===== config.mk =====
export PLATFORM = sky130hd
export DESIGN_NAME = vram_fetch_gen
export DESIGN_NICKNAME = d
export VERILOG_FILES = /design/src/rtl/vram_fetch_pkg.sv /design/src/rtl/vram_fetch_ctrl.sv /design/src/rtl/vram_fetch_dp.sv /design/src/rtl/vram_fetch_gen.sv
export SDC_FILE = /design/constraint.sdc
export NUM_CORES = 1
export LEC_CHECK = 0
export ABC_AREA = 1
export BUFFER_PORTS_ARGS = -buffer_cell sky130_fd_sc_hd__buf_2
export CAP_MARGIN = 5
export CORE_UTILIZATION = 45
export CTS_BUF_LIST = sky130_fd_sc_hd__clkbuf_8
export DETAILED_ROUTE_END_ITERATION = 6
export PLACE_DENSITY = 0.69
export REMOVE_ABC_BUFFERS = 1
export SLEW_MARGIN = 20
export SYNTH_ARGS = -nofsm -noshare
export SYNTH_HDL_FRONTEND = slang
export SYNTH_HIERARCHICAL = 1
export SYNTH_SLANG_ARGS = --single-unit
export TNS_END_PERCENT = 10

===== constraint.sdc =====
create_clock -name clk -period 3 [get_ports clk]
set_input_delay 0.45 -clock clk [delete_from_list [all_inputs] [get_ports clk]]
set_output_delay 0.45 -clock clk [all_outputs]
set_load 0.02 [all_outputs]

===== src/rtl/vram_fetch_pkg.sv =====
package vram_fetch_pkg;

  typedef enum logic [1:0] {
    KIND_IDLE    = 2'd0,
    KIND_NAME    = 2'd1,
    KIND_COLOR   = 2'd2,
    KIND_PATTERN = 2'd3
  } fetchKindE;

  // strobes from control to datapath
  typedef struct packed {
    logic loadCfg;    // frame restart: sample layout, clear position
    logic latchName;  // capture returned name byte
    logic stepCell;   // cell complete, advance position
  } dpStrobeS;

endpackage


===== src/rtl/vram_fetch_ctrl.sv =====
module vram_fetch_ctrl
  import vram_fetch_pkg::*;
(
  input  logic      clk,
  input  logic      rstN,
  input  logic      frameStart,
  input  logic      dataValid,
  input  logic      lastCell,
  output fetchKindE kind,
  output dpStrobeS  strobe
);

  always_comb begin
    strobe.loadCfg   = frameStart;
    strobe.latchName = (kind == KIND_NAME) && dataValid && !frameStart;
    strobe.stepCell  = (kind == KIND_PATTERN) && dataValid && !frameStart;
  end

  always_ff @(posedge clk) begin
    if (!rstN) begin
      kind <= KIND_IDLE;
    end else if (frameStart) begin
      kind <= KIND_NAME;
    end else if (dataValid) begin
      unique case (kind)
        KIND_NAME:    kind <= KIND_COLOR;
        KIND_COLOR:   kind <= KIND_PATTERN;
        KIND_PATTERN: kind <= lastCell ? KIND_IDLE : KIND_NAME;
        default:      kind <= KIND_IDLE;
      endcase
    end
  end

  AST_NAME_THEN_COLOR: assert property (@(posedge clk) disable iff (!rstN)
    (kind == KIND_NAME && dataValid && !frameStart) |=> kind == KIND_COLOR);
  AST_COLOR_THEN_PATTERN: assert property (@(posedge clk) disable iff (!rstN)
    (kind == KIND_COLOR && dataValid && !frameStart) |=> kind == KIND_PATTERN);
  AST_END_GOES_IDLE: assert property (@(posedge clk) disable iff (!rstN)
    (strobe.stepCell && lastCell) |=> kind == KIND_IDLE);
  AST_IDLE_HOLDS: assert property (@(posedge clk) disable iff (!rstN)
    (kind == KIND_IDLE && !frameStart) |=> kind == KIND_IDLE);
  AST_RESTART_NAME: assert property (@(posedge clk) disable iff (!rstN)
    frameStart |=> kind == KIND_NAME);

endmodule


===== src/rtl/vram_fetch_dp.sv =====
module vram_fetch_dp
  import vram_fetch_pkg::*;
#(
  parameter int COLS           = 32,
  parameter int ROWS           = 24,
  parameter int LINES          = 8,
  parameter int ROWS_PER_THIRD = 8,
  parameter int ADDR_W         = 14,
  parameter int NBASE_W        = 4,
  parameter int CODE_W         = 8
) (
  input  logic              clk,
  input  logic              rstN,
  input  dpStrobeS          strobe,
  input  fetchKindE         kind,
  input  logic [NBASE_W-1:0] nameBase,
  input  logic [7:0]        colorCfg,
  input  logic [2:0]        patternCfg,
  input  logic [CODE_W-1:0] dataIn,
  output logic              lastCell,
  output logic [ADDR_W-1:0] fetchAddr
);

  localparam int COL_W   = $clog2(COLS);
  localparam int ROW_W   = $clog2(ROWS);
  localparam int LINE_W  = $clog2(LINES);
  localparam int THIRD_W = $clog2((ROWS + ROWS_PER_THIRD - 1) / ROWS_PER_THIRD);
  localparam int OFF_W   = ADDR_W - 1;
  localparam int IDX_W   = ADDR_W - NBASE_W;
  localparam int LOW_W   = CODE_W + LINE_W;  // bits shared by both masks
  localparam int FILL_W  = OFF_W - 7;        // ones below the 7 mask bits

  logic [NBASE_W-1:0] nameBaseQ;
  logic [7:0]         colorCfgQ;
  logic [2:0]         patternCfgQ;
  logic [CODE_W-1:0]  nameQ;
  logic [ROW_W-1:0]   row;
  logic [COL_W-1:0]   col;
  logic [LINE_W-1:0]  line;

  logic [THIRD_W-1:0] third;
  logic [OFF_W-1:0]   rawOff;
  logic [OFF_W-1:0]   colorMask;
  logic [OFF_W-1:0]   patMask;
  logic [IDX_W-1:0]   nameIdx;
  logic [ADDR_W-1:0]  nameAddr;
  logic [ADDR_W-1:0]  colorAddr;
  logic [ADDR_W-1:0]  patAddr;

  assign lastCell = (col == COL_W'(COLS - 1)) && (line == LINE_W'(LINES - 1))
                 && (row == ROW_W'(ROWS - 1));

  always_ff @(posedge clk) begin
    if (!rstN) begin
      nameBaseQ   <= '0;
      colorCfgQ   <= '0;
      patternCfgQ <= '0;
      nameQ       <= '0;
      row         <= '0;
      col         <= '0;
      line        <= '0;
    end else if (strobe.loadCfg) begin
      nameBaseQ   <= nameBase;
      colorCfgQ   <= colorCfg;
      patternCfgQ <= patternCfg;
      row         <= '0;
      col         <= '0;
      line        <= '0;
    end else begin
      if (strobe.latchName) nameQ <= dataIn;
      if (strobe.stepCell) begin
        if (col == COL_W'(COLS - 1)) begin
          col <= '0;
          if (line == LINE_W'(LINES - 1)) begin
            line <= '0;
            if (row != ROW_W'(ROWS - 1)) row <= row + 1'b1;
          end else begin
            line <= line + 1'b1;
          end
        end else begin
          col <= col + 1'b1;
        end
      end
    end
  end

  always_comb begin
    third     = THIRD_W'(row / ROW_W'(ROWS_PER_THIRD));
    rawOff    = {third, nameQ, line};
    colorMask = {colorCfgQ[6:0], {FILL_W{1'b1}}};
    patMask   = {patternCfgQ[1:0], colorMask[LOW_W-1:0]};
    nameIdx   = IDX_W'(row) * IDX_W'(COLS) + IDX_W'(col);
    nameAddr  = {nameBaseQ, nameIdx};
    colorAddr = {colorCfgQ[7], rawOff & colorMask};
    patAddr   = {patternCfgQ[2], rawOff & patMask};
    unique case (kind)
      KIND_NAME:    fetchAddr = nameAddr;
      KIND_COLOR:   fetchAddr = colorAddr;
      KIND_PATTERN: fetchAddr = patAddr;
      default:      fetchAddr = '0;
    endcase
  end

  AST_ROW_IN_RANGE: assert property (@(posedge clk) disable iff (!rstN)
    row < ROW_W'(ROWS));
  AST_CFG_FROZEN: assert property (@(posedge clk) disable iff (!rstN)
    !strobe.loadCfg |=> ($stable(colorCfgQ) && $stable(patternCfgQ) && $stable(nameBaseQ)));
  AST_NAME_HELD: assert property (@(posedge clk) disable iff (!rstN)
    !strobe.latchName |=> $stable(nameQ));
  AST_RESTART_ORIGIN: assert property (@(posedge clk) disable iff (!rstN)
    strobe.loadCfg |=> (row == '0 && col == '0 && line == '0));

endmodule


===== src/rtl/vram_fetch_gen.sv =====
module vram_fetch_gen
  import vram_fetch_pkg::*;
#(
  parameter int COLS           = 32,
  parameter int ROWS           = 24,
  parameter int LINES          = 8,
  parameter int ROWS_PER_THIRD = 8,
  parameter int ADDR_W         = 14,
  parameter int NBASE_W        = 4,
  parameter int CODE_W         = 8
) (
  input  logic               clk,
  input  logic               rstN,
  input  logic               frameStart,
  input  logic [NBASE_W-1:0] nameBase,
  input  logic [7:0]         colorCfg,
  input  logic [2:0]         patternCfg,
  input  logic               dataValid,
  input  logic [CODE_W-1:0]  dataIn,
  output logic               fetchReq,
  output logic [1:0]         fetchKind,
  output logic [ADDR_W-1:0]  fetchAddr
);

  fetchKindE kind;
  dpStrobeS  strobe;
  logic      lastCell;

  vram_fetch_ctrl u_ctrl (
    .clk       (clk),
    .rstN      (rstN),
    .frameStart(frameStart),
    .dataValid (dataValid),
    .lastCell  (lastCell),
    .kind      (kind),
    .strobe    (strobe)
  );

  vram_fetch_dp #(
    .COLS(COLS), .ROWS(ROWS), .LINES(LINES), .ROWS_PER_THIRD(ROWS_PER_THIRD),
    .ADDR_W(ADDR_W), .NBASE_W(NBASE_W), .CODE_W(CODE_W)
  ) u_dp (
    .clk       (clk),
    .rstN      (rstN),
    .strobe    (strobe),
    .kind      (kind),
    .nameBase  (nameBase),
    .colorCfg  (colorCfg),
    .patternCfg(patternCfg),
    .dataIn    (dataIn),
    .lastCell  (lastCell),
    .fetchAddr (fetchAddr)
  );

  assign fetchReq  = (kind != KIND_IDLE);
  assign fetchKind = kind;

  AST_HOLD_ADDR: assert property (@(posedge clk) disable iff (!rstN)
    (fetchReq && !dataValid && !frameStart) |=> ($stable(fetchAddr) && $stable(fetchKind)));
  AST_NAME_IN_TABLE: assert property (@(posedge clk) disable iff (!rstN)
    (fetchKind == 2'd1) |-> (fetchAddr[ADDR_W-NBASE_W-1:0] < (ADDR_W-NBASE_W)'(ROWS*COLS)));
  AST_NO_REQ_IN_RESET: assert property (@(posedge clk)
    !rstN |=> !fetchReq);

endmodule


==> qor.log, run 1 <==
INFO  run_status     status=completed
INFO  setup_path     cp_slowest_cell=sky130_fd_sc_hd__dfxtp_1
INFO  setup_path     worstReg2RegStart=u_ctrl/kind[1]
INFO  timing         worst_pin_slew=0.543ns
INFO  timing         final-hold-violation-count=0
INFO  setup_path     critical_path.max_fanout=15
INFO  power          irDropWorstVdd=0.000238V
INFO  yosys          post_synth_inst_count=255
INFO  final_layout   drive_gt1_share=22.3%
INFO  floorplan      fp.dieH=65.2um
INFO  grt            grt_pass1_wl=7000um
INFO  setup_path     crit_path_max_incr_delay=0.49ns
INFO  setup_path     critPathLaunchType=register
INFO  clock_tree     cts_tree=yes
INFO  setup_path     setup.worst_path.start=u_ctrl/kind[1]
INFO  routing        drc_markers=0
INFO  yosys          yosys_warnings=6
INFO  routing        firstDrtPassIters=4
INFO  timing         setup_viol=0
INFO  yosys          share_of_the_yosys_chip_area_belonging_to_registers=42.3%
INFO  worst_hold_path min-delay-start=colorCfg[3]
INFO  worst_hold_path worst_hold_path_type=input pin to register
INFO  clock_tree     root_buffer=sky130_fd_sc_hd__clkbuf_8
INFO  timing         worst_clock_skew=0.00454ns
INFO  clock_tree     cts_resized=0
INFO  final_layout   finish.net_count=333
INFO  timing         rsz_0062_raised_after_global_routing=false
INFO  setup_path     ff2ff_path_depth=8
INFO  setup_path     worst_r2r_endpoint=u_dp/row[1]
INFO  power          power_leakage=0.964nW
INFO  placed_design  port-buffer-count=43
INFO  clock_tree     holdBufCountCts=0
INFO  clock_tree     ctsHtreeMaxLevel=2
INFO  job            timing.max_cap.violations=0
INFO  routing        wl_per_cell=11.9um
INFO  grt            number_of_global_route_vias_before_repair=1,594
INFO  final_layout   finalCoreUtilization=57.2%
INFO  worst_hold_path worstHoldEndpoint=u_dp/colorCfgQ[3]
INFO  yosys          postSynthAreaPerCell=7.05um2
INFO  timing         maximum_clock_frequency=0.447GHz
INFO  final_layout   area.growth.synth_to_final=19.1%
INFO  clock_tree     cts_num_sinks=38
INFO  clock_tree     worstSkewPairLatency=0.29ns
INFO  grt            globalRouteTotalUtil=21.4%
INFO  placed_design  gp_congestion=0.844
INFO  floorplan      die-area=4250um2
INFO  floorplan      fp.coreArea=3740um2
INFO  clock_tree     number_of_post_cts_setup_repair_buffers=0
INFO  yosys          distinct_cells_synth=25
INFO  timing         finalCritPeriodShare=74.5%
INFO  setup_path     critPathKind=register to primary output
INFO  grt            grt-ovfl-total=0
INFO  timing         slew_headroom=63.7%
INFO  routing        first_iter_violations=92
INFO  setup_path     setup.reg_to_reg.worst_slack=1.00ns
INFO  setup_path     cp_cell_sequence=buf_4 > nor2_4 > inv_2 > o21ai_0 > buf_2
INFO  setup_path     setup.worst_path.end_class=primary output
INFO  floorplan      die_width=65.2um
INFO  routing        route.final.wire_length=4160um
INFO  clock_tree     cts-root-to-sink-buffers=2
INFO  power          cellPowerDensity=463nW/um2
INFO  routing        route.vias.total=1,750
INFO  setup_path     worst_ep_arrival_time=1.79ns
INFO  clock_tree     numCtsBuffers=5
INFO  grt            grt_start_max_net_pins=26
INFO  timing         fin_crit=2.24ns
INFO  placed_design  place_ws=1.04ns
INFO  setup_path     worst_ep_required_time=2.55ns
INFO  timing         fin_ws=0.765ns
INFO  floorplan      row_count=22
INFO  floorplan      ioPinCount=44
INFO  clock_tree     cts.reportedPaths.clkPinSlew=0.07ns
INFO  timing         slew_violations=0
INFO  routing        via_cell_ratio=5.03
INFO  yosys          synth.cell_area=1800um2
INFO  yosys          synth-seq-cells=38
INFO  grt            number_of_antenna_violations_at_the_first_check_in_global_routing=0
INFO  timing         finalSetupTns=0ns
INFO  placed_design  dp_hpwl=2880um
INFO  worst_hold_path min_path_cells=3
INFO  final_layout   n_antenna_cell=0
INFO  routing        ant_nets=0
INFO  floorplan      initial_utilization=48.0%
## per-layer routing
layer  track usage [%]  share of wire [%]  vias to the layer above
li1                  -                  -                      915
met3              5.03                6.0                        4
met5                 0                  0                        -
met4              8.42                1.1                        0
met1              28.0                 50                      781
met2              33.8                 43                       50
## area by class of cell
type | count | area [um2]
inverter | 23 | 88.8
fill | 400 | 1600
timing repair buffer | 44 | 223
sequential | 38 | 761
tap | 48 | 60.1
clock buffer | 6 | 82.6
multi-input combinational | 187 | 912
clock inverter | 2 | 12.5
## worst max-delay path: cells and delay by family, from the launching register on
family	cells	cell delay, ns
flip-flops	1	0.49
AO/OA/AOI/OAI	1	0.18
AND/OR/NAND/NOR	1	0.25
buffers and inverters	3	0.57
## synthesized netlist by cell type
master / count / area [um2]
sky130_fd_sc_hd__o211ai_1: 2 / 15.0
sky130_fd_sc_hd__ha_1: 7 / 87.6
sky130_fd_sc_hd__inv_4: 1 / 6.26
sky130_fd_sc_hd__nand2_4: 1 / 11.3
sky130_fd_sc_hd__a21oi_1: 9 / 45.0
sky130_fd_sc_hd__a32o_1: 3 / 30.0
sky130_fd_sc_hd__nand4_1: 1 / 6.26
sky130_fd_sc_hd__inv_1: 17 / 63.8
sky130_fd_sc_hd__dfxtp_1: 38 / 761
sky130_fd_sc_hd__inv_2: 5 / 18.8
sky130_fd_sc_hd__clkbuf_2: 1 / 5.00
sky130_fd_sc_hd__nor3_1: 4 / 20.0
sky130_fd_sc_hd__nor3_2: 2 / 20.0
sky130_fd_sc_hd__buf_2: 3 / 15.0
sky130_fd_sc_hd__nor2_2: 1 / 6.26
sky130_fd_sc_hd__buf_4: 1 / 7.51
sky130_fd_sc_hd__nor2_1: 70 / 263
sky130_fd_sc_hd__nand2_1: 35 / 131
sky130_fd_sc_hd__o21ai_0: 38 / 190
sky130_fd_sc_hd__clkbuf_1: 2 / 7.51
sky130_fd_sc_hd__nand2_2: 3 / 18.8
sky130_fd_sc_hd__nor2_4: 1 / 11.3
sky130_fd_sc_hd__nand3_2: 1 / 10.0
sky130_fd_sc_hd__nand3_1: 8 / 40.0
sky130_fd_sc_hd__and2_1: 1 / 6.26
## cells in the final DEF, fill, tap and decap left out, drive strengths merged
master    instances
a32o              3
nand4             1
inv              23
nor2             72
ha                7
nor3              6
buf              44
and2              1
nand3             9
nand2            39
dfxtp            38
clkinvlp          1
o211ai            2
a21oi             9
clkbuf            6
o21ai            38
clkinv            1
## state kept, by name (all words and copies together), names as in the netlist
signal / count
u_dp/patternCfgQ: 3
u_dp/line: 3
u_dp/nameBaseQ: 4
u_dp/row: 5
u_dp/colorCfgQ: 8
u_ctrl/kind: 2
u_dp/col: 5
u_dp/nameQ: 8
## kinds of logic (layout without fill, tap and decap cells)
logic type	count (synthesis)	in the layout	share of synthesized area, %
DFF	38	38	42.3
buffers and inverters	30	75	6.89
adders and majority gates	7	7	4.87
AOI/OAI and AO/OA	52	52	15.6
and+or+nand+nor	128	128	30.3
## stage by stage
stage	instance area (um2)	hold WS (ns)	cells	power, mW
CTS	2140	0.374	348	1.01
floorplan	1760	0.443	248	0.594
global route	2140	0.372	348	1.04
global placement	2040	0.467	340	0.636
finish	2140	0.380	348	0.991
detailed placement	2040	0.478	340	0.638
## worst max-delay path by stage
| stage | endpoint | slack, ns | cells past startpoint |
|---|---|---|---|
| finish | fetchAddr[9] | 0.76 | 5 |
| global route | fetchAddr[8] | 0.64 | 5 |
| CTS | fetchAddr[9] | 0.75 | 5 |
| detailed placement | u_dp/row[1] | 1.04 | 8 |
| global placement | fetchAddr[9] | 1.11 | 5 |
| floorplan | u_dp/row[0] | 1.01 | 8 |
## power breakdown
part           total [mW]  switching, mW  internal (mW)
Combinational      0.0902         0.0560         0.0342
Sequential          0.536         0.0138          0.522
Clock               0.364          0.180          0.185
Total               0.991          0.249          0.741
Power figures use the tool's default switching activity.
==> run 2, diff against run 1 <==
--- a/config.mk
+++ b/config.mk
@@ -5,7 +5,7 @@
 export SDC_FILE = /design/constraint.sdc
 export NUM_CORES = 1
 export LEC_CHECK = 0
-export ABC_AREA = 1
+export ABC_AREA = 0
 export BUFFER_PORTS_ARGS = -buffer_cell sky130_fd_sc_hd__buf_2
 export CAP_MARGIN = 5
 export CORE_UTILIZATION = 45
==> constraint.sdc (replaced) <==
create_clock -name clk -period 2.2 [get_ports clk]
set_input_delay 0.33 -clock clk [delete_from_list [all_inputs] [get_ports clk]]
set_output_delay 0.33 -clock clk [all_outputs]
set_load 0.02 [all_outputs]
==> qor.log, run 2 <==
INFO  yosys          synthDominantAreaCellType=sky130_fd_sc_hd__dfxtp_1
INFO  grt            number_of_antenna_violations_at_the_first_check_in_global_routing=0 [unchanged]
INFO  routing        route.vias.total=1,552 [-11%]
INFO  power          sequentialPowerShare=53.4% [-0.7 points]
INFO  final_layout   drive_gt1_share=24.4% [+2.1 points]
INFO  final_layout   post-route-cell-area=2260um2 [+5.4%]
INFO  timing         final-hold-violation-count=0 [unchanged]
INFO  timing         maximum_clock_frequency=0.500GHz
INFO  power          finalPower=1.34mW [+36%]
INFO  floorplan      row_count=23 [+4.5%]
INFO  clock_tree     root_buffer=sky130_fd_sc_hd__clkbuf_8
INFO  final_layout   largest_registers=u_dp/colorCfgQ x8, u_dp/nameQ x8
INFO  yosys          synth-seq-cells=38 [unchanged]
INFO  grt            grt-ovfl-total=0 [unchanged]
INFO  timing         slew_headroom=67.5% [+3.8 points]
INFO  clock_tree     holdBufCountCts=0 [unchanged]
INFO  floorplan      fp.dieH=66.8um [+2.4%]
INFO  clock_tree     ctsHtreeMaxLevel=2 [unchanged]
INFO  job            timing.max_cap.violations=0 [unchanged]
INFO  yosys          postSynth.asyncResetShare=0% [unchanged]
INFO  setup_path     critical_path.max_fanout=20 [+5]
INFO  setup_path     critPathKind=register to primary output
INFO  yosys          synth_area_leaders=sky130_fd_sc_hd__dfxtp_1, sky130_fd_sc_hd__mux2i_1, sky130_fd_sc_hd__nor2b_1
INFO  clock_tree     numCtsBuffers=5 [unchanged]
INFO  yosys          netlist_top_cells_count=sky130_fd_sc_hd__dfxtp_1, sky130_fd_sc_hd__nor2b_1, sky130_fd_sc_hd__mux2i_1, sky130_fd_sc_hd__nand2_1, sky130_fd_sc_hd__o21ai_1
INFO  timing         finalCritPeriodShare=91.0%
INFO  routing        first_iter_violations=81 [-12%]
INFO  run_status     status=completed
INFO  yosys          share_of_the_yosys_chip_area_belonging_to_registers=40.3% [-2.0 points]
INFO  clock_tree     cts-root-to-sink-buffers=2 [unchanged]
INFO  timing         fin_ws=0.198ns [-0.566 ns]
INFO  clock_tree     cts_num_sinks=38 [unchanged]
INFO  yosys          yosysMostFrequentCell=sky130_fd_sc_hd__dfxtp_1
INFO  floorplan      initial_utilization=47.2% [-0.79 points]
INFO  power          cellPowerDensity=596nW/um2 [+29%]
INFO  yosys          synth.cell_area=1890um2 [+5.1%]
INFO  routing        met2RoutedLength=1770um [-2.0%]
INFO  yosys          yosys_warnings=6 [unchanged]
INFO  clock_tree     cts_resized=0 [unchanged]
INFO  clock_tree     cts.reportedPaths.clkPinSlew=0.07ns [about the same]
INFO  placed_design  port-buffer-count=43 [unchanged]
INFO  routing        ant_nets=0 [unchanged]
INFO  timing         fin_crit=2.00ns
INFO  routing        firstDrtPassIters=4 [unchanged]
INFO  power          combinationalPowerShare=10.3% [+1.2 points]
INFO  routing        route.final.wire_length=3770um [-9.3%]
INFO  setup_path     setup.worst_path.end_class=primary output
INFO  placed_design  gp_congestion=0.805 [-4.6%]
INFO  timing         worst_pin_slew=0.487ns [-0.0564 ns]
INFO  power          power_leakage=0.967nW [+0.30%]
INFO  yosys          post_synth_inst_count=208 [-18%]
INFO  grt            globalRouteTotalUtil=17.9% [-3.5 points]
INFO  final_layout   layout_commonest_cell=sky130_fd_sc_hd__buf_2
INFO  floorplan      ioPinCount=44 [unchanged]
INFO  yosys          synth_top_area_share=40.3% [-2.0 points]
INFO  final_layout   finish.net_count=287 [-14%]
INFO  power          power.switching=318uW [+28%]
INFO  timing         rsz_0062_raised_after_global_routing=false
INFO  power          sw_frac_of_total=23.7% [-1.5 points]
INFO  power          power.clock.fraction=36.2% [-0.6 points]
INFO  routing        via_cell_ratio=5.11 [+1.5%]
INFO  clock_tree     number_of_post_cts_setup_repair_buffers=0 [unchanged]
INFO  floorplan      die_width=66.8um [+2.4%]
INFO  worst_hold_path worst_hold_path_type=input pin to register
INFO  yosys          postSynthAreaPerCell=9.08um2 [+29%]
INFO  grt            grt_pass1_wl=6000um [-14%]
INFO  power          p_int=1.03mW [+38%]
INFO  timing         setup_viol=0 [unchanged]
INFO  timing         slew_violations=0 [unchanged]
INFO  routing        met3_length=161um [-36%]
INFO  yosys          synth_ff_type=sky130_fd_sc_hd__dfxtp_1
INFO  placed_design  dp_hpwl=2640um [-8.6%]
INFO  routing        top_layer_used=met3
INFO  routing        wl_per_cell=12.4um [+3.9%]
INFO  floorplan      die-area=4460um2 [+4.9%]
INFO  power          irDropWorstVdd=0.000416V [+75%]
INFO  yosys          synth-edff-count=0 [unchanged]
INFO  setup_path     worst_ep_required_time=1.87ns [-0.68 ns]
INFO  final_layout   filler_cell_count=388 [-3.0%]
INFO  grt            grt_start_max_net_pins=32 [+23%]
INFO  setup_path     critPathLaunchType=register
INFO  routing        drc_markers=0 [unchanged]
INFO  clock_tree     cts_tree=yes
INFO  setup_path     worst_ep_arrival_time=1.67ns [-0.12 ns]
INFO  clock_tree     worstSkewPairLatency=0.28ns [about the same]
INFO  timing         finalSetupTns=0ns [unchanged]
INFO  final_layout   area.growth.synth_to_final=19.5%
INFO  yosys          distinct_cells_synth=39 [+56%]
INFO  floorplan      fp.coreArea=4000um2 [+6.9%]
INFO  grt            number_of_global_route_vias_before_repair=1,395 [-12%]
INFO  final_layout   n_antenna_cell=0 [unchanged]
INFO  timing         worst_clock_skew=0.00675ns [+0.00221 ns]
INFO  routing        wl_met1=1840um [-10%]
INFO  placed_design  place_ws=0.365ns [-0.672 ns]
INFO  final_layout   finalCoreUtilization=56.4% [-0.76 points]
INFO  placed_design  place_area=2160um2 [+5.7%]
INFO  final_layout   layout.cells.most_common_list=sky130_fd_sc_hd__buf_2, sky130_fd_sc_hd__dfxtp_1, sky130_fd_sc_hd__nor2b_1
==> run 2: layout make-up <==
| type | instances | area (um2) | area share, % |
|---|---|---|---|
| multi-input cells | 153 | 1050 | 46.4 |
| well taps | 50 | 62.6 | 2.77 |
| clock inverters | 2 | 12.5 | 0.555 |
| flip-flops and latches | 38 | 761 | 33.7 |
| clock buffers | 6 | 82.6 | 3.66 |
| repair buffers | 51 | 275 | 12.2 |
| inverters | 4 | 15.0 | 0.666 |
==> run 2: worst paths after layout <==
check	from	endpoint	slack, ns	depth (start not counted)
setup / recovery	u_ctrl/kind[0]	fetchAddr[11]	0.20	4
hold / removal	patternCfg[1]	u_dp/patternCfgQ[1]	0.30	3
setup reg to reg	u_dp/col[0]	u_dp/col[3]	0.34	6
hold reg to reg	u_dp/line[1]	u_dp/line[1]	0.48	2
==> run 2: worst max-delay path, stage by stage (launching register included) <==
cell	delay, ns
sky130_fd_sc_hd__dfxtp_1	0.34
sky130_fd_sc_hd__buf_4	0.25
sky130_fd_sc_hd__mux2_1	0.36
sky130_fd_sc_hd__a32o_2	0.27
sky130_fd_sc_hd__buf_2	0.16
==> run 2: metal layers <==
metal  GRT usage, %  up-vias
met1           22.1      698
met2           30.4       34
met5              0        -
met4           4.79        0
li1               -      820
met3           4.79        0
==> run 2: power by group through the flow <==
| stage | sequential [mW] | combinational [mW] | clock [mW] |
|---|---|---|---|
| floorplan | 0.745 | 0.0630 | 0 |
| global placement | 0.734 | 0.138 | 0 |
| detailed placement | 0.735 | 0.140 | 0 |
| CTS | 0.719 | 0.140 | 0.513 |
| global route | 0.721 | 0.154 | 0.532 |
| finish | 0.719 | 0.139 | 0.487 |
==> run 2: cell families after synthesis <==
kind of cell | synth area share, %
buffers and inverters | 4.24
adders and majority gates | 4.64
xor gates and xnor gates | 0.464
and+or+nand+nor | 24.5
DFF | 40.3
AOI/OAI and AO/OA | 11.3
muxes | 14.5
==> run 2: per-stage QoR <==
| stage | hold slack, ns | cells |
|---|---|---|
| final | 0.300 | 304 |
| after floorplan | 0.413 | 195 |
| after CTS | 0.289 | 304 |
| after detailed placement | 0.480 | 296 |
| after global routing | 0.296 | 304 |
| after global placement | 0.478 | 296 |
